## src/rtl/i2c_clklow_pkg.sv

```systemverilog
package i2c_clklow_pkg;

    typedef enum logic [1:0] {
        ST_OFF,
        ST_ARMED,
        ST_COUNTING,
        ST_EXPIRED
    } clklow_state_e;

endpackage

```

## src/rtl/clklow_sync.sv

```systemverilog
module clklow_sync #(
    parameter int WIDTH  = 2,
    parameter int STAGES = 2
) (
    input  logic             clk,
    input  logic             rst_n,
    input  logic [WIDTH-1:0] async_i,
    output logic [WIDTH-1:0] sync_o
);

    localparam int LAST = STAGES - 1;

    for (genvar b = 0; b < WIDTH; b++) begin : g_bit
        logic [STAGES-1:0] chain_q;

        always_ff @(posedge clk) begin
            if (!rst_n) begin
                chain_q <= '1;
            end else begin
                chain_q <= {chain_q[STAGES-2:0], async_i[b]};
            end
        end

        assign sync_o[b] = chain_q[LAST];
    end

endmodule

```

## src/rtl/clklow_counter.sv

```systemverilog
module clklow_counter
    import i2c_clklow_pkg::*;
#(
    parameter int CNT_W = 16
) (
    input  logic             clk,
    input  logic             rst_n,
    input  logic             enable_i,
    input  logic             scl_low_i,
    input  logic [CNT_W-1:0] reload_i,
    output logic             expire_o
);

    localparam logic [CNT_W-1:0] ONE = CNT_W'(1);

    clklow_state_e    state_q, state_d;
    logic [CNT_W-1:0] cnt_q, cnt_d;

    // State and count register
    always_ff @(posedge clk) begin
        if (!rst_n) begin
            state_q <= ST_OFF;
            cnt_q   <= '0;
        end else begin
            state_q <= state_d;
            cnt_q   <= cnt_d;
        end
    end

    // Next state, next count and expiry strobe
    always_comb begin
        state_d  = state_q;
        cnt_d    = cnt_q;
        expire_o = 1'b0;
        if (!enable_i) begin
            state_d = ST_OFF;
            cnt_d   = reload_i;
        end else begin
            unique case (state_q)
                ST_OFF: begin
                    state_d = ST_ARMED;
                    cnt_d   = reload_i;
                end
                ST_ARMED, ST_COUNTING: begin
                    if (!scl_low_i) begin
                        state_d = ST_ARMED;
                        cnt_d   = reload_i;
                    end else if (cnt_q <= ONE) begin
                        state_d  = ST_EXPIRED;
                        cnt_d    = '0;
                        expire_o = 1'b1;
                    end else begin
                        state_d = ST_COUNTING;
                        cnt_d   = cnt_q - ONE;
                    end
                end
                ST_EXPIRED: begin
                    if (!scl_low_i) begin
                        state_d = ST_ARMED;
                        cnt_d   = reload_i;
                    end
                end
                default: begin
                    state_d = ST_OFF;
                    cnt_d   = reload_i;
                end
            endcase
        end
    end

    assert_reload_on_high_R3: assert property (@(posedge clk) disable iff (!rst_n)
        (enable_i && !scl_low_i && state_q != ST_OFF) |=> (cnt_q == $past(reload_i)));

    assert_decrement_R2: assert property (@(posedge clk) disable iff (!rst_n)
        (enable_i && scl_low_i && (state_q == ST_ARMED || state_q == ST_COUNTING) && cnt_q > ONE)
        |=> (cnt_q == $past(cnt_q) - ONE));

    assert_hold_zero_R4: assert property (@(posedge clk) disable iff (!rst_n)
        (enable_i && scl_low_i && state_q == ST_EXPIRED) |=> (state_q == ST_EXPIRED && cnt_q == '0));

    assert_single_expiry_R4: assert property (@(posedge clk) disable iff (!rst_n)
        (state_q == ST_EXPIRED) |-> !expire_o);

    assert_disabled_hold_R8: assert property (@(posedge clk) disable iff (!rst_n)
        !enable_i |=> (state_q == ST_OFF && cnt_q == $past(reload_i)));

endmodule

```

## src/rtl/clklow_flags.sv

```systemverilog
module clklow_flags (
    input  logic clk,
    input  logic rst_n,
    input  logic expire_i,
    input  logic int_clr_i,
    input  logic stop_sent_i,
    output logic raw_int_o,
    output logic timeout_o
);

    always_ff @(posedge clk) begin
        if (!rst_n) begin
            raw_int_o <= 1'b0;
            timeout_o <= 1'b0;
        end else begin
            raw_int_o <= expire_i | (raw_int_o & ~int_clr_i);
            timeout_o <= expire_i | (timeout_o & ~stop_sent_i);
        end
    end

    assert_set_on_expiry_R4: assert property (@(posedge clk) disable iff (!rst_n)
        expire_i |=> (raw_int_o && timeout_o));

    assert_int_sticky_R5: assert property (@(posedge clk) disable iff (!rst_n)
        (raw_int_o && !int_clr_i) |=> raw_int_o);

    assert_timeout_kept_R6: assert property (@(posedge clk) disable iff (!rst_n)
        (timeout_o && !stop_sent_i) |=> timeout_o);

    assert_stop_clears_R6: assert property (@(posedge clk) disable iff (!rst_n)
        (stop_sent_i && !expire_i) |=> !timeout_o);

    assert_set_wins_R7: assert property (@(posedge clk) disable iff (!rst_n)
        (expire_i && (int_clr_i || stop_sent_i)) |=> (raw_int_o && timeout_o));

endmodule

```

## src/rtl/i2c_clklow_monitor.sv

```systemverilog
module i2c_clklow_monitor
    import i2c_clklow_pkg::*;
#(
    parameter int CNT_W       = 16,
    parameter int SYNC_STAGES = 2
) (
    input  logic             clk,
    input  logic             rst_n,
    input  logic             scl_i,
    input  logic             sda_i,
    input  logic             enable_i,
    input  logic [CNT_W-1:0] reload_i,
    input  logic             stop_sent_i,
    input  logic             int_clr_i,
    output logic             raw_int_o,
    output logic             timeout_o,
    output logic             mon_scl_o,
    output logic             mon_sda_o
);

    localparam int LINES = 2;

    logic [LINES-1:0] line_sync;
    logic             expire;

    clklow_sync #(
        .WIDTH  (LINES),
        .STAGES (SYNC_STAGES)
    ) u_sync (
        .clk     (clk),
        .rst_n   (rst_n),
        .async_i ({scl_i, sda_i}),
        .sync_o  (line_sync)
    );

    assign mon_scl_o = line_sync[1];
    assign mon_sda_o = line_sync[0];

    clklow_counter #(
        .CNT_W (CNT_W)
    ) u_counter (
        .clk       (clk),
        .rst_n     (rst_n),
        .enable_i  (enable_i),
        .scl_low_i (~line_sync[1]),
        .reload_i  (reload_i),
        .expire_o  (expire)
    );

    clklow_flags u_flags (
        .clk         (clk),
        .rst_n       (rst_n),
        .expire_i    (expire),
        .int_clr_i   (int_clr_i),
        .stop_sent_i (stop_sent_i),
        .raw_int_o   (raw_int_o),
        .timeout_o   (timeout_o)
    );

    assert_flag_needs_enable_R8: assert property (@(posedge clk) disable iff (!rst_n)
        $rose(raw_int_o) |-> $past(enable_i));

    assert_expiry_needs_low_R2: assert property (@(posedge clk) disable iff (!rst_n)
        expire |-> !mon_scl_o);

endmodule

```

## config.mk

```make
export PLATFORM = sky130hd
export DESIGN_NAME = i2c_clklow_monitor
export DESIGN_NICKNAME = d
export VERILOG_FILES = /design/src/rtl/i2c_clklow_pkg.sv /design/src/rtl/clklow_sync.sv /design/src/rtl/clklow_counter.sv /design/src/rtl/clklow_flags.sv /design/src/rtl/i2c_clklow_monitor.sv
export SDC_FILE = /design/constraint.sdc
export NUM_CORES = 1
export LEC_CHECK = 0
export BUFFER_PORTS_ARGS = -buffer_cell sky130_fd_sc_hd__buf_4
export CAP_MARGIN = 20
export CORE_UTILIZATION = 25
export DETAILED_ROUTE_END_ITERATION = 16
export PLACE_DENSITY = 0.41
export SYNTH_ARGS = -nofsm -noshare
export SYNTH_HDL_FRONTEND = slang
export SYNTH_SLANG_ARGS = --single-unit
```

## constraint.sdc

```tcl
create_clock -name clk -period 3.9 [get_ports clk]
set_input_delay 0.585 -clock clk [delete_from_list [all_inputs] [get_ports clk]]
set_output_delay 0.585 -clock clk [all_outputs]
set_load 0.005 [all_outputs]
```

# --- After elaboration in Yosys (flattened, before gate mapping) ---
# Cells that the tools add are included.
# W data, S select, Z words.
word_totals:
  romBits: 0
  ramBits: 0
  latchBits: 0
  input_bits: 23
  ff_bits: 24
  memories: 0
op_classes:
  bitwise: 6
  n_addsub: 1
  div_mod_pow: 0
  shift: 0
  n_mul: 0
  reduce_logical: 3
  magnitude_cmp: 1
  n_mux: 13
  n_eq_ne: 5
ops:
  columns: ["cell", "count"]
  rows:
  - ["$mux W16", 4]
  - ["$pmux W16 S3", 1]
  - ["$le A16 B1 Y1 const B", 1]
  - ["$sub A16 B1 Y16 const B", 1]
  - ["$pmux W2 S3", 1]
  - ["$mux W1", 5]
  - ["$eq A2 B2 Y1 const B", 2]
  - ["$mux W2", 2]
  - ["$ne A3 B3 Y1 const B", 1]
  - ["$and A1 B1 Y1", 2]
  - ["$eq A2 B1 Y1 const B", 1]
  - ["$logic_not A2 Y1", 1]
  - ["$ne A2 B2 Y1 const B", 1]
  - ["$not A1 Y1", 2]
  - ["$or A1 B1 Y1", 2]
  - ["$reduce_and A2 Y1", 1]
  - ["$reduce_or A2 Y1", 1]

# --- Depth between registers and ports, before layout ---
logic_depth:
  word_depth: 6
  ltp_mapped: 7
  depth_no_buf: 7

# --- Cells and area by module ---
# Synthesis repeated with hierarchy kept, for this count alone.
hier_totals:
  cells_unflattened: 161
  hier_area_um2: 1386.3
by_module_without_submodules:
  columns: ["module", "cells_per_inst", "instances", "seq_area_each_um2", "area_per_inst_um2"]
  rows:
  - ["clklow_counter", 144, 1, 360.3, 1179.9]
  - ["clklow_sync", 10, 1, 80.1, 120.1]
  - ["clklow_flags", 6, 1, 40.0, 82.6]
  - ["i2c_clklow_monitor", 1, 1, 0.0, 3.8]

# --- Worst setup path after synthesis ---
# Ideal clock, no wire load.
synth_timing:
  kind: "flip-flop to flip-flop"
  start: "register u_counter.cnt_q[0]"
  end: "register u_counter.cnt_q[10]"
  setup_time_ps: 125
  arrival_ps: 1635
  setup_slack_ps: 2140
  path_stages_with_launch: 8
  cell_sequence: "dfxtp_1 > inv_1 > ha_1 > nor3b_1 > nand2_1 > o311ai_0 > o31a_1 > o22ai_1"
synth_via:
  elab_chain_cells: 5
  elab_cells_between_ends: 6
synth_lines:
  columns: ["item", "line", "text"]
  rows:
  - ["from (decl)", "clklow_counter.sv:17", "logic [CNT_W-1:0] cnt_q, cnt_d;"]
  - ["from (signal assigned)", "clklow_counter.sv:26", "cnt_q <= cnt_d;"]
  - ["$sub A16 B1 Y16 / $le A16 B1 Y1 (equally long branches)", "clklow_counter.sv:54, clklow_counter.sv:48", null]
  - ["$mux W16 (*)", "clklow_counter.sv:48", "end else if (cnt_q <= ONE) begin"]
  - ["$mux W16 (*)", "clklow_counter.sv:45", "if (!scl_low_i) begin"]
  - ["$pmux W16 S3 (*)", "clklow_counter.sv:39", "unique case (state_q)"]
  - ["$mux W16 (*)", "clklow_counter.sv:35", "if (!enable_i) begin"]
# Every way passes the cells marked *; elsewhere a longest branch is shown, timed or not.
# A chain may end at the register's enable or synchronous reset.

# --- Worst setup path after layout ---
layout_timing:
  start: "register u_counter.cnt_q[4]"
  end: "register u_counter.cnt_q[3]"
layout_via:
  elab_chain_cells: 5
layout_lines:
  columns: ["item", "line"]
  rows:
  - ["$le A16 B1 Y1", "clklow_counter.sv:48"]
  - ["$mux W16", "clklow_counter.sv:48"]
  - ["$mux W16", "clklow_counter.sv:45"]
  - ["$pmux W16 S3", "clklow_counter.sv:39"]
  - ["$mux W16", "clklow_counter.sv:35"]
# No other way between the ends.

==> qor.log <==
INFO  layout         ant_diodes=0
INFO  timing         finalHoldViolations=0
INFO  yosys          arithmetic_cell_share_of_the_synthesized_area_counting_full_adders_half_adders_and_majority_gates=0.0272
INFO  setup_path     worst_ep_arrival_time=2410ps
INFO  timing         setup_total_negative_slack=0ps
INFO  detailed_routing detail_route.drc_violations=0
INFO  yosys          dominantRegCellSynth=sky130_fd_sc_hd__dfxtp_1
INFO  placement      place.detailed.hpwl=2700um
INFO  grt            globalRouteTotalUtil=0.142
INFO  layout         finalNetCount=209
INFO  detailed_routing drt-pass1-iter-count=4
INFO  die            floorplan.rows=26
INFO  yosys          postSynthNetCount=187
INFO  setup_path     worst-path-max-fanout=14
INFO  timing         worst-slew-pin-transition=704ps
INFO  timing         worst_clock_skew=3.99ps
INFO  cts            post_cts_resize_count=0
INFO  layout         area.sequential=480um2
INFO  layout         utilization=0.324
INFO  setup_path     start_kind=flop
INFO  timing         final_min_period_over_clock_period=0.572
INFO  setup_path     required=4080ps
INFO  cts            hold_buffers=0
INFO  layout         share_of_layout_cells_above_drive_strength_1=0.203
INFO  yosys          synth_simple_gate_area_share=0.280
INFO  yosys          post-synth-top-area-cell=sky130_fd_sc_hd__dfxtp_1
INFO  setup_path     critical_path.top_delay_family=compound AO/OA/AOI/OAI gates
INFO  job            cap_viol_max_count=0
INFO  die            fp.dieArea=5830um2
INFO  die            die_height=76.3um
INFO  cts            cts_root_cell=sky130_fd_sc_hd__clkbuf_8
INFO  yosys          asyncSetResetFlopFracSynth=0
INFO  yosys          synthesis.area=1380um2
INFO  grt            grt_start_max_net_pins=22
INFO  timing         timing.fmax=448MHz
INFO  layout         fillers=567
INFO  setup_path     critical_path_class=reg2reg
INFO  cts            cts_buf_count=3
INFO  placement      place.gp.congestion=0.767
INFO  cts            cts_post_setup_buffers_inserted=0
INFO  detailed_routing vias=1317
INFO  cts            cts.path.max_buffers=2
INFO  power_and_ir_drop static-leakage-power=0.000689uW
INFO  die            starting_density=0.265
INFO  timing         grt_setup_unrepaired=false
INFO  yosys          synth-compound-area-share=0.286
INFO  layout         final_design_area_no_fill=1690um2
INFO  timing         slew-limit-headroom=0.529
INFO  timing         report.final.setup_viol=0
INFO  die            die_x=76.3um
INFO  placement      io_buffers=26
INFO  outcome        outcome=completed
INFO  grt            global_route_wire_length_before_repair=6560um
INFO  yosys          synthCells=161
INFO  die            boundaryPins=27
INFO  yosys          combinational_family_with_the_most_area_after_synthesis=compound AO/OA/AOI/OAI gates
INFO  grt            grt_antenna_before_repair=0
INFO  layout         areaGrowthSynthToFinish=22.0%
INFO  placement      placed_area=1610um2
INFO  detailed_routing average_wire_length_per_cell_after_detail_routing=15.5um
INFO  layout         multi_input_comb_area=840um2
INFO  yosys          post_synth_xor_area_fraction=0
INFO  detailed_routing final_wirelength=3900um
INFO  detailed_routing detailedRoute.firstIterationViolations=66
INFO  yosys          ys_seq_area_frac=0.348
INFO  power_and_ir_drop irDropWorstVdd=0.000125V
INFO  power_and_ir_drop power_density=344nW/um2
INFO  yosys          synth_edf_count=0
INFO  setup_path     cp_slowest_stage_delay=580ps
INFO  layout         final_common_cell=sky130_fd_sc_hd__buf_4
INFO  grt            grt_overflow_total=0
INFO  yosys          synthMuxAreaShare=0.0145
INFO  cts            ctsHtreeMaxLevel=1
INFO  setup_path     timing.critical_path.cells=nor4_4 -> nand4_2 -> o21ai_2 -> o21ai_0 -> a32o_1
INFO  yosys          syn_avg_cell_area=8.58um2
INFO  detailed_routing ant_nets=0
INFO  yosys          yosys_warnings=0
INFO  layout         layout_common_cells=sky130_fd_sc_hd__buf_4 (26), sky130_fd_sc_hd__dfxtp_1 (24), sky130_fd_sc_hd__nand2_1 (16)
INFO  grt            first_global_vias=1288
INFO  setup_path     worst_setup_path_end_kind=flop
INFO  timing         maxSlewViolCount=0
INFO  die            coreArea=5200um2
INFO  detailed_routing vias_per_cell=5.23
INFO  yosys          ys_ff_latch=24
INFO  cts            clk_pin_slew_worst_paths=90ps
INFO  cts            cts_tree=yes
INFO  timing         fin_crit=2230ps
INFO  worst_hold_path hold_crit_path_type=reg2reg
INFO  yosys          yosys-top-cells-area=sky130_fd_sc_hd__dfxtp_1 (35%), sky130_fd_sc_hd__nand2_1 (4.3%), sky130_fd_sc_hd__a22oi_1 (3.8%)
INFO  setup_path     crit_buf_inv=0
INFO  timing         whs=417ps
INFO  yosys          synth.lib_cells_used.distinct=46
INFO  setup_path     crit_slowest_cell=sky130_fd_sc_hd__o21ai_2
INFO  cts            cts.sink_count=24
INFO  cts            clk-insertion-delay-late=280ps
INFO  yosys          post-synth-top-area-fraction=0.348
## flip-flops by register name (all words and copies together), names as in the netlist
signal,count
u_counter.cnt_q,16
u_counter.state_q,2
u_flags.raw_int_o,1
u_flags.timeout_o,1
u_sync.g_bit.chain_q,4
## power by group
part           switching (uW)  total (uW)  internal (uW)
sequential               15.3         272            257
combinational            39.3        80.3           41.0
clock                    90.1         228            138
## per-stage QoR
stage / total power, uW / setup slack (ps) / cells
floorplan: 326 / 2140 / 161
global placement: 357 / 1600 / 248
detailed placement: 358 / 1610 / 248
CTS: 586 / 1690 / 252
global route: 609 / 1490 / 252
finish: 580 / 1670 / 252
## final timing paths
check,startpoint,endpoint,slack [ps],depth (start not counted)
worst max-delay path,u_counter.cnt_q[4],u_counter.cnt_q[3],1670,5
worst min-delay path,u_sync.g_bit[0].chain_q[0],u_sync.g_bit[0].chain_q[1],420,1
worst max register to register,u_counter.cnt_q[4],u_counter.cnt_q[3],1670,5
worst min register to register,u_sync.g_bit[0].chain_q[0],u_sync.g_bit[0].chain_q[1],420,1
## area by class of cell
type,count,share of cell area
Tap cell,70,0.0520
Clock inverter,1,0.0178
Sequential cell,24,0.285
Multi-Input combinational cell,125,0.498
Clock buffer,3,0.0245
Inverter,3,0.00668
Timing Repair Buffer,26,0.116
## cell families (layout without fill, tap and decap cells)
kind of cell    count (synthesis)  count (layout)
compound gates                 56              56
fa+ha+maj                       3               3
buf+inv                        12              33
flops                          24              24
mux                             2               2
simple gates                   64              64
## worst reg2reg max path: stages, from the launching register on
cell                      delay [ps]
sky130_fd_sc_hd__dfxtp_1         410
sky130_fd_sc_hd__nor4_4          440
sky130_fd_sc_hd__nand4_2         200
sky130_fd_sc_hd__o21ai_2         580
sky130_fd_sc_hd__o21ai_0         210
sky130_fd_sc_hd__a32o_1          290
## layer usage
| layer | wire length (um) | part of all wire | up-vias | global-route usage |
|---|---|---|---|---|
| li1 | - | - | 652 | - |
| met1 | 1980 | 0.51 | 636 | 0.197 |
| met2 | 1780 | 0.45 | 25 | 0.230 |
| met3 | 108 | 0.028 | 4 | 0.0216 |
| met4 | 37 | 0.0095 | 0 | 0.0346 |
| met5 | 0 | 0 | - | 0 |
## Yosys cell counts (all sizes together) (3+ instances only)
master	count
dfxtp	24
nand2	16
o21ai	13
nor2	9
a21oi	8
a22oi	7
nor4	7
clkbuf	6
nand2b	5
a31oi	4
a32o	4
nor2b	4
o21a	4
and2	3
buf	3
ha	3
inv	3
nand3	3
nor3	3
o31ai	3
Power figures use the tool's default switching activity.
